--- src/rtl/spi_rm_pkg.sv ---
`timescale 1ns/1ps
package spi_rm_pkg;
   // Register byte offsets
   localparam logic [4:0] OFS_CTRL  = 5'h00;
   localparam logic [4:0] OFS_CFG   = 5'h04;
   localparam logic [4:0] OFS_TXD   = 5'h08;
   localparam logic [4:0] OFS_RXD   = 5'h0C;
   localparam logic [4:0] OFS_CAUSE = 5'h10;

   // Configuration field positions
   localparam int unsigned PRESC_W    = 5;
   localparam int unsigned CFG_WIDE_B = 5;
   localparam int unsigned CFG_CPOL_B = 11;
   localparam int unsigned CFG_CPHA_B = 12;

   typedef struct packed {
      logic               cpha;
      logic               cpol;
      logic               wide;
      logic [PRESC_W-1:0] presc;
   } cfg_t;

   localparam cfg_t CFG_RESET = '{cpha: 1'b0, cpol: 1'b0, wide: 1'b0, presc: 5'h12};
endpackage

--- src/rtl/spi_rm_regs.sv ---
`timescale 1ns/1ps
module spi_rm_regs
   import spi_rm_pkg::*;
#(
   parameter int unsigned ADDR_W = 5,
   parameter int unsigned BUS_W  = 32,
   parameter int unsigned WIDE_W = 16
) (
   input  logic              clk_i,
   input  logic              rst_ni,
   input  logic              wr_i,
   input  logic [ADDR_W-1:0] addr_i,
   input  logic [BUS_W-1:0]  wdata_i,
   input  logic              busy_i,
   input  logic              fin_i,
   input  logic [WIDE_W-1:0] rx_word_i,
   output logic              cs_en_o,
   output cfg_t              cfg_o,
   output logic              start_o,
   output logic [WIDE_W-1:0] tx_word_o,
   output logic              done_o,
   output logic [WIDE_W-1:0] rx_hold_o,
   output logic [BUS_W-1:0]  rdata_o
);
   localparam logic [ADDR_W-1:0] A_CTRL  = ADDR_W'(OFS_CTRL);
   localparam logic [ADDR_W-1:0] A_CFG   = ADDR_W'(OFS_CFG);
   localparam logic [ADDR_W-1:0] A_TXD   = ADDR_W'(OFS_TXD);
   localparam logic [ADDR_W-1:0] A_RXD   = ADDR_W'(OFS_RXD);
   localparam logic [ADDR_W-1:0] A_CAUSE = ADDR_W'(OFS_CAUSE);

   logic              hit_ctrl, hit_cfg, hit_txd, hit_cause;
   logic              cs_en_q, done_q;
   cfg_t              cfg_q;
   logic [WIDE_W-1:0] rx_q;
   logic              unused_wdata_hi;

   assign hit_ctrl  = wr_i && (addr_i == A_CTRL);
   assign hit_cfg   = wr_i && (addr_i == A_CFG);
   assign hit_txd   = wr_i && (addr_i == A_TXD);
   assign hit_cause = wr_i && (addr_i == A_CAUSE);

   assign unused_wdata_hi = ^wdata_i[BUS_W-1:WIDE_W];

   always_ff @(posedge clk_i or negedge rst_ni) begin
      if (!rst_ni) begin
         cs_en_q <= 1'b0;
         cfg_q   <= CFG_RESET;
      end else begin
         if (hit_ctrl) cs_en_q <= wdata_i[0];
         if (hit_cfg) begin
            cfg_q.presc <= wdata_i[PRESC_W-1:0];
            cfg_q.wide  <= wdata_i[CFG_WIDE_B];
            cfg_q.cpol  <= wdata_i[CFG_CPOL_B];
            cfg_q.cpha  <= wdata_i[CFG_CPHA_B];
         end
      end
   end

   // Completion has priority over a simultaneous clearing write.
   always_ff @(posedge clk_i or negedge rst_ni) begin
      if (!rst_ni) begin
         done_q <= 1'b0;
         rx_q   <= '0;
      end else begin
         if (fin_i)          done_q <= 1'b1;
         else if (hit_cause) done_q <= done_q & wdata_i[0];
         if (fin_i) rx_q <= rx_word_i;
      end
   end

   assign start_o   = hit_txd && !busy_i;
   assign tx_word_o = wdata_i[WIDE_W-1:0];
   assign cs_en_o   = cs_en_q;
   assign cfg_o     = cfg_q;
   assign done_o    = done_q;
   assign rx_hold_o = rx_q;

   always_comb begin
      rdata_o = '0;
      unique case (addr_i)
         A_CTRL:  rdata_o[0] = cs_en_q;
         A_CFG: begin
            rdata_o[PRESC_W-1:0] = cfg_q.presc;
            rdata_o[CFG_WIDE_B]  = cfg_q.wide;
            rdata_o[CFG_CPOL_B]  = cfg_q.cpol;
            rdata_o[CFG_CPHA_B]  = cfg_q.cpha;
         end
         A_RXD:   rdata_o[WIDE_W-1:0] = rx_q;
         A_CAUSE: rdata_o[1:0] = {busy_i, done_q};
         default: rdata_o = '0;
      endcase
   end
endmodule

--- src/rtl/spi_rm_tick.sv ---
`timescale 1ns/1ps
module spi_rm_tick #(
   parameter int unsigned NIB_W    = 4,
   parameter int unsigned MIN_HALF = 2
) (
   input  logic             clk_i,
   input  logic             rst_ni,
   input  logic             start_i,
   input  logic             run_i,
   input  logic [NIB_W-1:0] nib_i,
   output logic             tick_o
);
   localparam logic [NIB_W-1:0] HALF_FLOOR = NIB_W'(MIN_HALF);

   logic [NIB_W-1:0] half_q, cnt_q, half_eff;

   assign half_eff = (nib_i < HALF_FLOOR) ? HALF_FLOOR : nib_i;
   assign tick_o   = run_i && (cnt_q == (half_q - 1'b1));

   always_ff @(posedge clk_i or negedge rst_ni) begin
      if (!rst_ni) begin
         half_q <= HALF_FLOOR;
         cnt_q  <= '0;
      end else if (start_i) begin
         half_q <= half_eff;
         cnt_q  <= '0;
      end else if (tick_o) begin
         cnt_q  <= '0;
      end else if (run_i) begin
         cnt_q  <= cnt_q + 1'b1;
      end
   end
endmodule

--- src/rtl/spi_rm_shift.sv ---
`timescale 1ns/1ps
module spi_rm_shift #(
   parameter int unsigned WIDE_W    = 16,
   parameter int unsigned NARROW_W  = 8,
   parameter int unsigned MISO_SYNC = 0
) (
   input  logic              clk_i,
   input  logic              rst_ni,
   input  logic              start_i,
   input  logic [WIDE_W-1:0] tx_word_i,
   input  logic              wide_i,
   input  logic              cpol_i,
   input  logic              cpha_i,
   input  logic              tick_i,
   input  logic              miso_i,
   output logic              busy_o,
   output logic              fin_o,
   output logic              sck_o,
   output logic              mosi_o,
   output logic [WIDE_W-1:0] rx_word_o
);
   localparam int unsigned EDGE_W = $clog2(2 * WIDE_W);
   localparam int unsigned PAD    = WIDE_W - NARROW_W;
   localparam logic [EDGE_W-1:0] LAST_WIDE   = EDGE_W'(2 * WIDE_W - 1);
   localparam logic [EDGE_W-1:0] LAST_NARROW = EDGE_W'(2 * NARROW_W - 1);

   logic miso_s;

   generate
      if (MISO_SYNC != 0) begin : g_sync
         logic [1:0] sync_q;
         always_ff @(posedge clk_i or negedge rst_ni) begin
            if (!rst_ni) sync_q <= '0;
            else         sync_q <= {sync_q[0], miso_i};
         end
         assign miso_s = sync_q[1];
      end else begin : g_direct
         assign miso_s = miso_i;
      end
   endgenerate

   logic              busy_q, wide_q, cpha_q, sck_q;
   logic [EDGE_W-1:0] edge_q;
   logic [WIDE_W-1:0] tx_sr, rx_sr, rx_next, rx_fin, tx_load;
   logic              last_edge, leading, samp_edge, launch_edge;

   assign last_edge   = (edge_q == (wide_q ? LAST_WIDE : LAST_NARROW));
   assign leading     = ~edge_q[0];
   assign samp_edge   = leading ^ cpha_q;
   assign launch_edge = ~samp_edge;
   assign rx_next     = {rx_sr[WIDE_W-2:0], miso_s};
   assign rx_fin      = samp_edge ? rx_next : rx_sr;
   assign tx_load     = wide_i ? tx_word_i : {tx_word_i[NARROW_W-1:0], {PAD{1'b0}}};

   always_ff @(posedge clk_i or negedge rst_ni) begin
      if (!rst_ni) begin
         busy_q <= 1'b0;
         wide_q <= 1'b0;
         cpha_q <= 1'b0;
         sck_q  <= 1'b0;
         edge_q <= '0;
         tx_sr  <= '0;
         rx_sr  <= '0;
      end else if (start_i) begin
         busy_q <= 1'b1;
         wide_q <= wide_i;
         cpha_q <= cpha_i;
         sck_q  <= cpol_i;
         edge_q <= '0;
         tx_sr  <= tx_load;
         rx_sr  <= '0;
      end else if (tick_i) begin
         sck_q  <= ~sck_q;
         edge_q <= edge_q + 1'b1;
         if (launch_edge && (edge_q != '0)) tx_sr <= {tx_sr[WIDE_W-2:0], 1'b0};
         if (samp_edge) rx_sr <= rx_next;
         if (last_edge) busy_q <= 1'b0;
      end
   end

   assign busy_o    = busy_q;
   assign fin_o     = tick_i && last_edge;
   assign sck_o     = busy_q ? sck_q : cpol_i;
   assign mosi_o    = tx_sr[WIDE_W-1];
   assign rx_word_o = wide_q ? rx_fin : {{PAD{1'b0}}, rx_fin[NARROW_W-1:0]};
endmodule

--- src/rtl/spi_regmaster.sv ---
`timescale 1ns/1ps
module spi_regmaster
   import spi_rm_pkg::*;
#(
   parameter int unsigned ADDR_W    = 5,
   parameter int unsigned BUS_W     = 32,
   parameter int unsigned WIDE_W    = 16,
   parameter int unsigned NARROW_W  = 8,
   parameter int unsigned MISO_SYNC = 0
) (
   input  logic              clk_i,
   input  logic              rst_ni,
   input  logic              bus_wr_i,
   input  logic [ADDR_W-1:0] bus_addr_i,
   input  logic [BUS_W-1:0]  bus_wdata_i,
   output logic [BUS_W-1:0]  bus_rdata_o,
   output logic              spi_sck_o,
   output logic              spi_mosi_o,
   input  logic              spi_miso_i,
   output logic              spi_cs_no
);
   localparam int unsigned NIB_W = PRESC_W - 1;

   generate
      if (ADDR_W < 5) begin : g_bad_addr
         $error("ADDR_W must cover offset 0x10");
      end
      if (WIDE_W <= NARROW_W || NARROW_W < 2) begin : g_bad_width
         $error("WIDE_W must exceed NARROW_W, NARROW_W at least 2");
      end
      if (BUS_W <= WIDE_W || BUS_W <= CFG_CPHA_B) begin : g_bad_bus
         $error("BUS_W too narrow for data or configuration fields");
      end
   endgenerate

   cfg_t              cfg_w;
   logic              cs_en_w, start_w, busy_w, fin_w, tick_w, done_w, cpol_w;
   logic [WIDE_W-1:0] tx_word_w, rx_word_w, rx_hold_w;
   logic              unused_presc_top;

   assign cpol_w           = cfg_w.cpol;
   assign unused_presc_top = cfg_w.presc[PRESC_W-1];

   spi_rm_regs #(
      .ADDR_W (ADDR_W),
      .BUS_W  (BUS_W),
      .WIDE_W (WIDE_W)
   ) u_regs (
      .clk_i     (clk_i),
      .rst_ni    (rst_ni),
      .wr_i      (bus_wr_i),
      .addr_i    (bus_addr_i),
      .wdata_i   (bus_wdata_i),
      .busy_i    (busy_w),
      .fin_i     (fin_w),
      .rx_word_i (rx_word_w),
      .cs_en_o   (cs_en_w),
      .cfg_o     (cfg_w),
      .start_o   (start_w),
      .tx_word_o (tx_word_w),
      .done_o    (done_w),
      .rx_hold_o (rx_hold_w),
      .rdata_o   (bus_rdata_o)
   );

   spi_rm_tick #(
      .NIB_W    (NIB_W),
      .MIN_HALF (2)
   ) u_tick (
      .clk_i   (clk_i),
      .rst_ni  (rst_ni),
      .start_i (start_w),
      .run_i   (busy_w),
      .nib_i   (cfg_w.presc[NIB_W-1:0]),
      .tick_o  (tick_w)
   );

   spi_rm_shift #(
      .WIDE_W    (WIDE_W),
      .NARROW_W  (NARROW_W),
      .MISO_SYNC (MISO_SYNC)
   ) u_shift (
      .clk_i     (clk_i),
      .rst_ni    (rst_ni),
      .start_i   (start_w),
      .tx_word_i (tx_word_w),
      .wide_i    (cfg_w.wide),
      .cpol_i    (cfg_w.cpol),
      .cpha_i    (cfg_w.cpha),
      .tick_i    (tick_w),
      .miso_i    (spi_miso_i),
      .busy_o    (busy_w),
      .fin_o     (fin_w),
      .sck_o     (spi_sck_o),
      .mosi_o    (spi_mosi_o),
      .rx_word_o (rx_word_w)
   );

   assign spi_cs_no = ~cs_en_w;
endmodule

--- config.mk ---
export PLATFORM = sky130hd
export DESIGN_NAME = spi_regmaster
export DESIGN_NICKNAME = d
export VERILOG_FILES = /design/src/rtl/spi_rm_pkg.sv /design/src/rtl/spi_rm_regs.sv /design/src/rtl/spi_rm_tick.sv /design/src/rtl/spi_rm_shift.sv /design/src/rtl/spi_regmaster.sv
export SDC_FILE = /design/constraint.sdc
export NUM_CORES = 1
export LEC_CHECK = 0
export ABC_AREA = 1
export ABC_CLOCK_PERIOD_IN_PS = 2300
export BUFFER_PORTS_ARGS = -buffer_cell sky130_fd_sc_hd__buf_4
export CAP_MARGIN = 20
export CORE_ASPECT_RATIO = 0.7
export CORE_MARGIN = 2
export CORE_UTILIZATION = 41
export DETAILED_ROUTE_END_ITERATION = 6
export SLEW_MARGIN = 30
export SYNTH_ARGS = -nofsm -noshare
export SYNTH_HDL_FRONTEND = slang
export SYNTH_SLANG_ARGS = --single-unit
--- constraint.sdc ---
create_clock -name clk_i -period 2.3 [get_ports clk_i]
set_input_delay 0.46 -clock clk_i [delete_from_list [all_inputs] [get_ports clk_i]]
set_output_delay 0.46 -clock clk_i [all_outputs]
set_load 0.02 [all_outputs]
[Word-level counts from Yosys, hierarchy flattened]
Index checks and enable logic that the tools add are counted.
Word-level totals
  word-level logic and storage cells: 79
  input port bits: 41
  output and inout bits: 35
  register bits after elaboration: 75
Cells by class
  equality and inequality tests: 6
  reductions and logical operators: 18
  mux-type cells: 29
  order comparisons: 1
  add/subtract/negate cells: 3
  bitwise operators: 6
Operator list (count)
  $mux W16: 8
  $mux W5: 4
  $mux W4: 4
  $eq A5 B4 Y1 const B: 2
  $logic_and A1 B1 Y1: 8
  $mux W1: 8
  $pmux W4 S2: 1
  $reduce_bool A2 Y1: 4
  $add A5 B1 Y5 const B: 1
  $eq A5 B3 Y1 const B: 1
  $eq A5 B5 Y1: 1
  $eq A5 B5 Y1 const B: 1
  $logic_not A5 Y1: 1
  $reduce_bool A5 Y1: 1
  $add A4 B1 Y4 const B: 1
  $eq A4 B4 Y1: 1
  $lt A4 B2 Y1 const B: 1
  $not A1 Y1: 4
  $pmux W1 S4: 1
  $pmux W2 S2: 1
  $reduce_and A2 Y1: 2
  $sub A4 B1 Y4 const B: 1
  $mux W3: 1
  $pmux W1 S3: 1
  other kinds (4): 4

[Longest topological paths before layout]
  depth after elaboration: 7
  depth in mapped cells: 12
  gate-level depth less buffers: 11

[Modules after synthesis]
A second synthesis with hierarchy kept.
Second synthesis, totals
  cell total of the unflattened synthesis: 606
  area total of the unflattened synthesis: 4495.6 µm²
Modules (own cells, without submodules)
  spi_rm_shift: area each 2416.1 µm², cells an instance 334, sequential area each 1026.0 µm², instances 1
  spi_rm_regs: area each 1550.2 µm², cells an instance 195, sequential area each 653.1 µm², instances 1
  spi_rm_tick: area each 525.5 µm², cells an instance 76, sequential area each 201.4 µm², instances 1
  spi_regmaster: area each 3.8 µm², cells an instance 1, sequential area each 0.0 µm², instances 1

[Worst setup path after synthesis]
No wires, ideal clock.
  kind: input -> output
  start: input port bus_addr_i[1]
  end: output port bus_rdata_o[11]
  required time: 1840 ps
  cell stages on the path: 5
  data arrival time: 1445 ps
  path slack: 395 ps
  buffers on the path: 0
  cells stage by stage: nor2_2 > nand2_1 > nor3_2 > inv_1 > o21ai_0
Between the ends
  cells in the longest elaborated chain, start to end: 2
  elaborated cells between the ends (all ways): 3
  classes of those cells: eq/ne: 2; mux: 1
RTL lines
  from (decl): line spi_regmaster.sv:14  | input logic [ADDR_W-1:0] bus_addr_i,
  $eq A5 B4 Y1 or $eq A5 B3 Y1 (tied branches): line spi_rm_regs.sv:80  | unique case (addr_i)
  $pmux W2 S2 *: line spi_rm_regs.sv:80
  to (decl): line spi_regmaster.sv:16  | output logic [BUS_W-1:0] bus_rdata_o,
Every way passes the cells marked *; elsewhere a longest branch is shown, timed or not.

[Worst setup path after layout]
  start: register u_tick.half_q[1]
  end: register u_shift.tx_sr[2]
Between the ends
  cells in the longest elaborated chain, start to end: 5
RTL lines
  from (decl): line spi_rm_tick.sv:15  | logic [NIB_W-1:0] half_q, cnt_q, half_eff;
  from (signal assigned): line spi_rm_tick.sv:25  | half_q <= half_eff;
  $sub A4 B1 Y4: line spi_rm_tick.sv:18  | assign tick_o = run_i && (cnt_q == (half_q - 1'b1));
  $eq A4 B4 Y1: line spi_rm_tick.sv:18
  $logic_and A1 B1 Y1: line spi_rm_tick.sv:18
  $reduce_bool A2 Y1 (no source line)
  $reduce_and A2 Y1 (no source line)
  to (signal assigned): line spi_rm_shift.sv:70  | tx_sr <= tx_load;
  to (signal assigned): line spi_rm_shift.sv:75  | if (launch_edge && (edge_q != '0)) tx_sr <= {tx_sr[WIDE_W-2:0], 1'b0};
  to (decl): line spi_rm_shift.sv:44  | logic [WIDE_W-1:0] tx_sr, rx_sr, rx_next, rx_fin, tx_load;
Every way passes these cells.
A chain may end at the register's enable or synchronous reset.

==> results.json <==
{
  "run_status": "finished, final reports clean",
  "design.final.nets": 633,
  "antenna-diode-count": 0,
  "wl_per_cell_um": 13.6,
  "grt_setup_unrepaired": "no",
  "routed-via-count": 3514,
  "worst_setup_path_start_kind": "flop",
  "r2r_depth": 11,
  "max_slew_violations": 0,
  "die_height_um": 89.0,
  "layout-drive-gt1-share_pct": 17.7,
  "drc": 0,
  "num_rows": 30,
  "area.growth.synth_to_final_pct": 15.9,
  "time_the_worst_path_needs_with_i_o_delays_and_setup_ns": 2.15,
  "critPathMaxFanout": 30,
  "clock_pin_slew_on_the_worst_setup_and_hold_paths_ns": 0.06,
  "setup_tns_ns": 0,
  "chipWidth_um": 125,
  "holdCritPathClass": "in2async",
  "whs_ns": 0.0537,
  "worstPathArrival_ns": 2.42,
  "max_clock_freq_mhz": 465,
  "gp_congestion": 0.844,
  "pin_count_of_the_biggest_net_entering_global_routing": 45,
  "fillers": 974,
  "layout.cells.non_filler": 721,
  "cp_data_required_time_ns": 2.57,
  "max-clock-path-buffers": 2,
  "die_area_mm2": 0.0112,
  "power-per-cell-area_mw_per_mm2": 952,
  "cts-buffers-inserted": 9,
  "fin_skew_ns": 0.0131,
  "routed_via_density": 4.87,
  "timing_worst_slew_pin_value_ns": 0.506,
  "worst_slack_ns": 0.150,
  "drt_iter0_markers": 199,
  "cp-end-kind": "flop",
  "synth_seq_area_share_pct": 44.5,
  "slew_headroom_pct": 65.9,
  "mostFrequentLayoutCell": "sky130_fd_sc_hd__nand2_1",
  "leak_pwr_nw": 2.39,
  "netlist_instances": 548,
  "htree_levels": 3,
  "reg2reg_setup_slack_ns": 0.15,
  "post-place-cells": 705,
  "tritoncts": "built",
  "dominantRegCellSynth": "sky130_fd_sc_hd__dfrtp_1",
  "ant_nets": 0,
  "cp_class": "reg2reg",
  "final_util_pct": 49.6,
  "timing_hold_violations_final": 0,
  "port-buffer-count": 43,
  "synthesis.area_mm2": 0.00423,
  "worstReg2RegStart": "u_tick.half_q[1]$_DFFE_PN1P_",
  "timing.final.crit_share_pct": 93.5,
  "via_count_of_the_first_global_routing_pass": 3337,
  "grt.overflow.total": 0,
  "wire_length_of_the_first_global_routing_pass_um": 16500,
  "cap_viol_max_count": 0,
  "power.ir.vdd_worst_v": 0.000461,
  "dr.pass1.iters": 5,
  "mean_area_per_synthesized_cell_um2": 7.71,
  "ys_seq_elements": 75,
  "async_set_or_reset_flop_fraction_in_the_synthesized_netlist_pct": 100,
  "i_o_pin_count": 76,
  "initial_utilization_pct": 42.8,
  "regToRegEndpoint": "u_shift.tx_sr[2]$_DFFE_PN0P_",
  "synth_edf_count": 0,
  "clock_insertion_delay_worst_skew_ns": 0.34,
  "setup_viol": 0,
  "cts-root-buf": "sky130_fd_sc_hd__clkbuf_16",
  "finalWirelength_um": 9800,
  "antenna_found_initial": 0,
  "grt.total_usage_pct": 18.7,
  "design.core.area_mm2": 0.00987,
  "ys_warn_count": 0,
  "synth.lib_cells_used.distinct": 36,
  "layout_common_cells": "sky130_fd_sc_hd__nand2_1 (172), sky130_fd_sc_hd__dfrtp_1 (72), sky130_fd_sc_hd__inv_1 (64), sky130_fd_sc_hd__o21ai_0 (58), sky130_fd_sc_hd__buf_4 (50)",
  "tritoncts_sinks": 75,
  "dp.final_hpwl_um": 6960,
  "post-place-ws_ns": 0.172
}
[worst max path at each step]
stage                                 start                      endpoint  slack (ns)  depth (start not counted)
2_1_floorplan                 bus_addr_i[1]               bus_rdata_o[11]        0.39                          5
3_3_place_gp   u_tick.half_q[1]$_DFFE_PN1P_  u_shift.tx_sr[3]$_DFFE_PN0P_        0.21                         11
3_5_place_dp   u_tick.half_q[1]$_DFFE_PN1P_  u_shift.tx_sr[8]$_DFFE_PN0P_        0.17                         11
4_1_cts        u_tick.half_q[1]$_DFFE_PN1P_  u_shift.tx_sr[2]$_DFFE_PN0P_        0.14                         11
5_1_grt        u_tick.half_q[1]$_DFFE_PN1P_  u_shift.tx_sr[3]$_DFFE_PN0P_        0.02                         11
6_report       u_tick.half_q[1]$_DFFE_PN1P_  u_shift.tx_sr[2]$_DFFE_PN0P_        0.15                         11
[state kept, by name, indices dropped and copies added (netlist names)]
signal / cells
u_regs.cfg_o: 8
u_regs.cs_en_o: 1
u_regs.done_o: 1
u_regs.rx_hold_o: 16
u_shift.busy_o: 1
u_shift.cpha_q: 1
u_shift.edge_q: 5
u_shift.rx_sr: 16
u_shift.sck_q: 1
u_shift.tx_sr: 16
u_shift.wide_q: 1
u_tick.cnt_q: 4
u_tick.half_q: 4
[layout make-up]
type | instances | area [um2] | area share [%]
clock inverter | 5 | 77.6 | 1.58
multi-input combinational | 381 | 1870 | 38.1
clock buffer | 11 | 243 | 4.95
inverter | 69 | 259 | 5.28
timing repair buffer | 52 | 415 | 8.48
tap | 128 | 160 | 3.27
sequential | 75 | 1880 | 38.4
[layer usage]
| metal | track usage (%) | routed length (um) | part of all wire (%) |
|---|---|---|---|
| met5 | 0 | 0 | 0 |
| met4 | 4.24 | 57 | 0.58 |
| met3 | 4.55 | 460 | 4.7 |
| met2 | 29.2 | 4310 | 44 |
| met1 | 26.8 | 4980 | 51 |
[where the power goes]
group / switching (W) / internal, W / total (W)
Combinational: 0.000932 / 0.000443 / 0.00138
Sequential: 0.000190 / 0.00157 / 0.00176
Clock: 0.000550 / 0.000976 / 0.00153
Total: 0.00167 / 0.00299 / 0.00466
[repair_timing]
| action | CTS | global route |
|---|---|---|
| endpoints found under the hold margin | 0 | 0 |
| buffers inserted | 0 | 0 |
| endpoints found under the setup margin | 0 | 7 |
| gates resized for setup | 0 | 1 |
| hold buffers | 0 | 0 |
[Yosys cell counts (all sizes together), types with 2 or more instances]
cell / count / share of area (%)
a21oi: 9 / 1.1
buf: 35 / 6.5
ha: 4 / 1.2
o22ai: 8 / 1.2
a21boi: 2 / 0.36
xor2: 3 / 0.62
nand2: 177 / 16
inv: 69 / 6.1
dfrtp: 72 / 43
nor2: 28 / 2.9
dfstp: 3 / 1.9
clkbuf: 3 / 0.27
nor3: 2 / 0.36
o21ai: 85 / 12
xnor2: 3 / 0.62
nand4: 3 / 0.44
nand3: 36 / 4.7
[critical path, cell delays in order, from the launching register on]
cell and delay [ns]:
sky130_fd_sc_hd__dfstp_2 0.51, sky130_fd_sc_hd__inv_1 0.08, sky130_fd_sc_hd__ha_1 0.34, sky130_fd_sc_hd__inv_1 0.06
sky130_fd_sc_hd__nand2_1 0.06, sky130_fd_sc_hd__nand2_1 0.09, sky130_fd_sc_hd__nor2_4 0.17, sky130_fd_sc_hd__nand3_4 0.20
sky130_fd_sc_hd__nand2_8 0.17, sky130_fd_sc_hd__buf_12 0.20, sky130_fd_sc_hd__nand3_1 0.09, sky130_fd_sc_hd__nand2_1 0.10
[cell families (layout without fill, tap and decap cells)]
kind of cell             after synthesis  in the layout  share of synthesized area, %
AND/OR/NAND/NOR                      249            249                          25.3
buffers and inverters                107            137                          12.9
AO/OA/AOI/OAI                        106            106                          14.8
flip-flops                            75             75                          44.5
XOR/XNOR                               6              6                          1.24
adder cells (fa/ha/maj)                4              4                          1.18
other                                  1             16                        0.0887
[through the flow]
| stage | total power, W | area, um2 |
|---|---|---|
| CTS | 0.00468 | 4890 |
| global route | 0.00498 | 4900 |
| floorplan | 0.00283 | 4280 |
| finish | 0.00466 | 4900 |
| detailed placement | 0.00314 | 4570 |
| global placement | 0.00310 | 4570 |
Power figures use the tool's default switching activity.
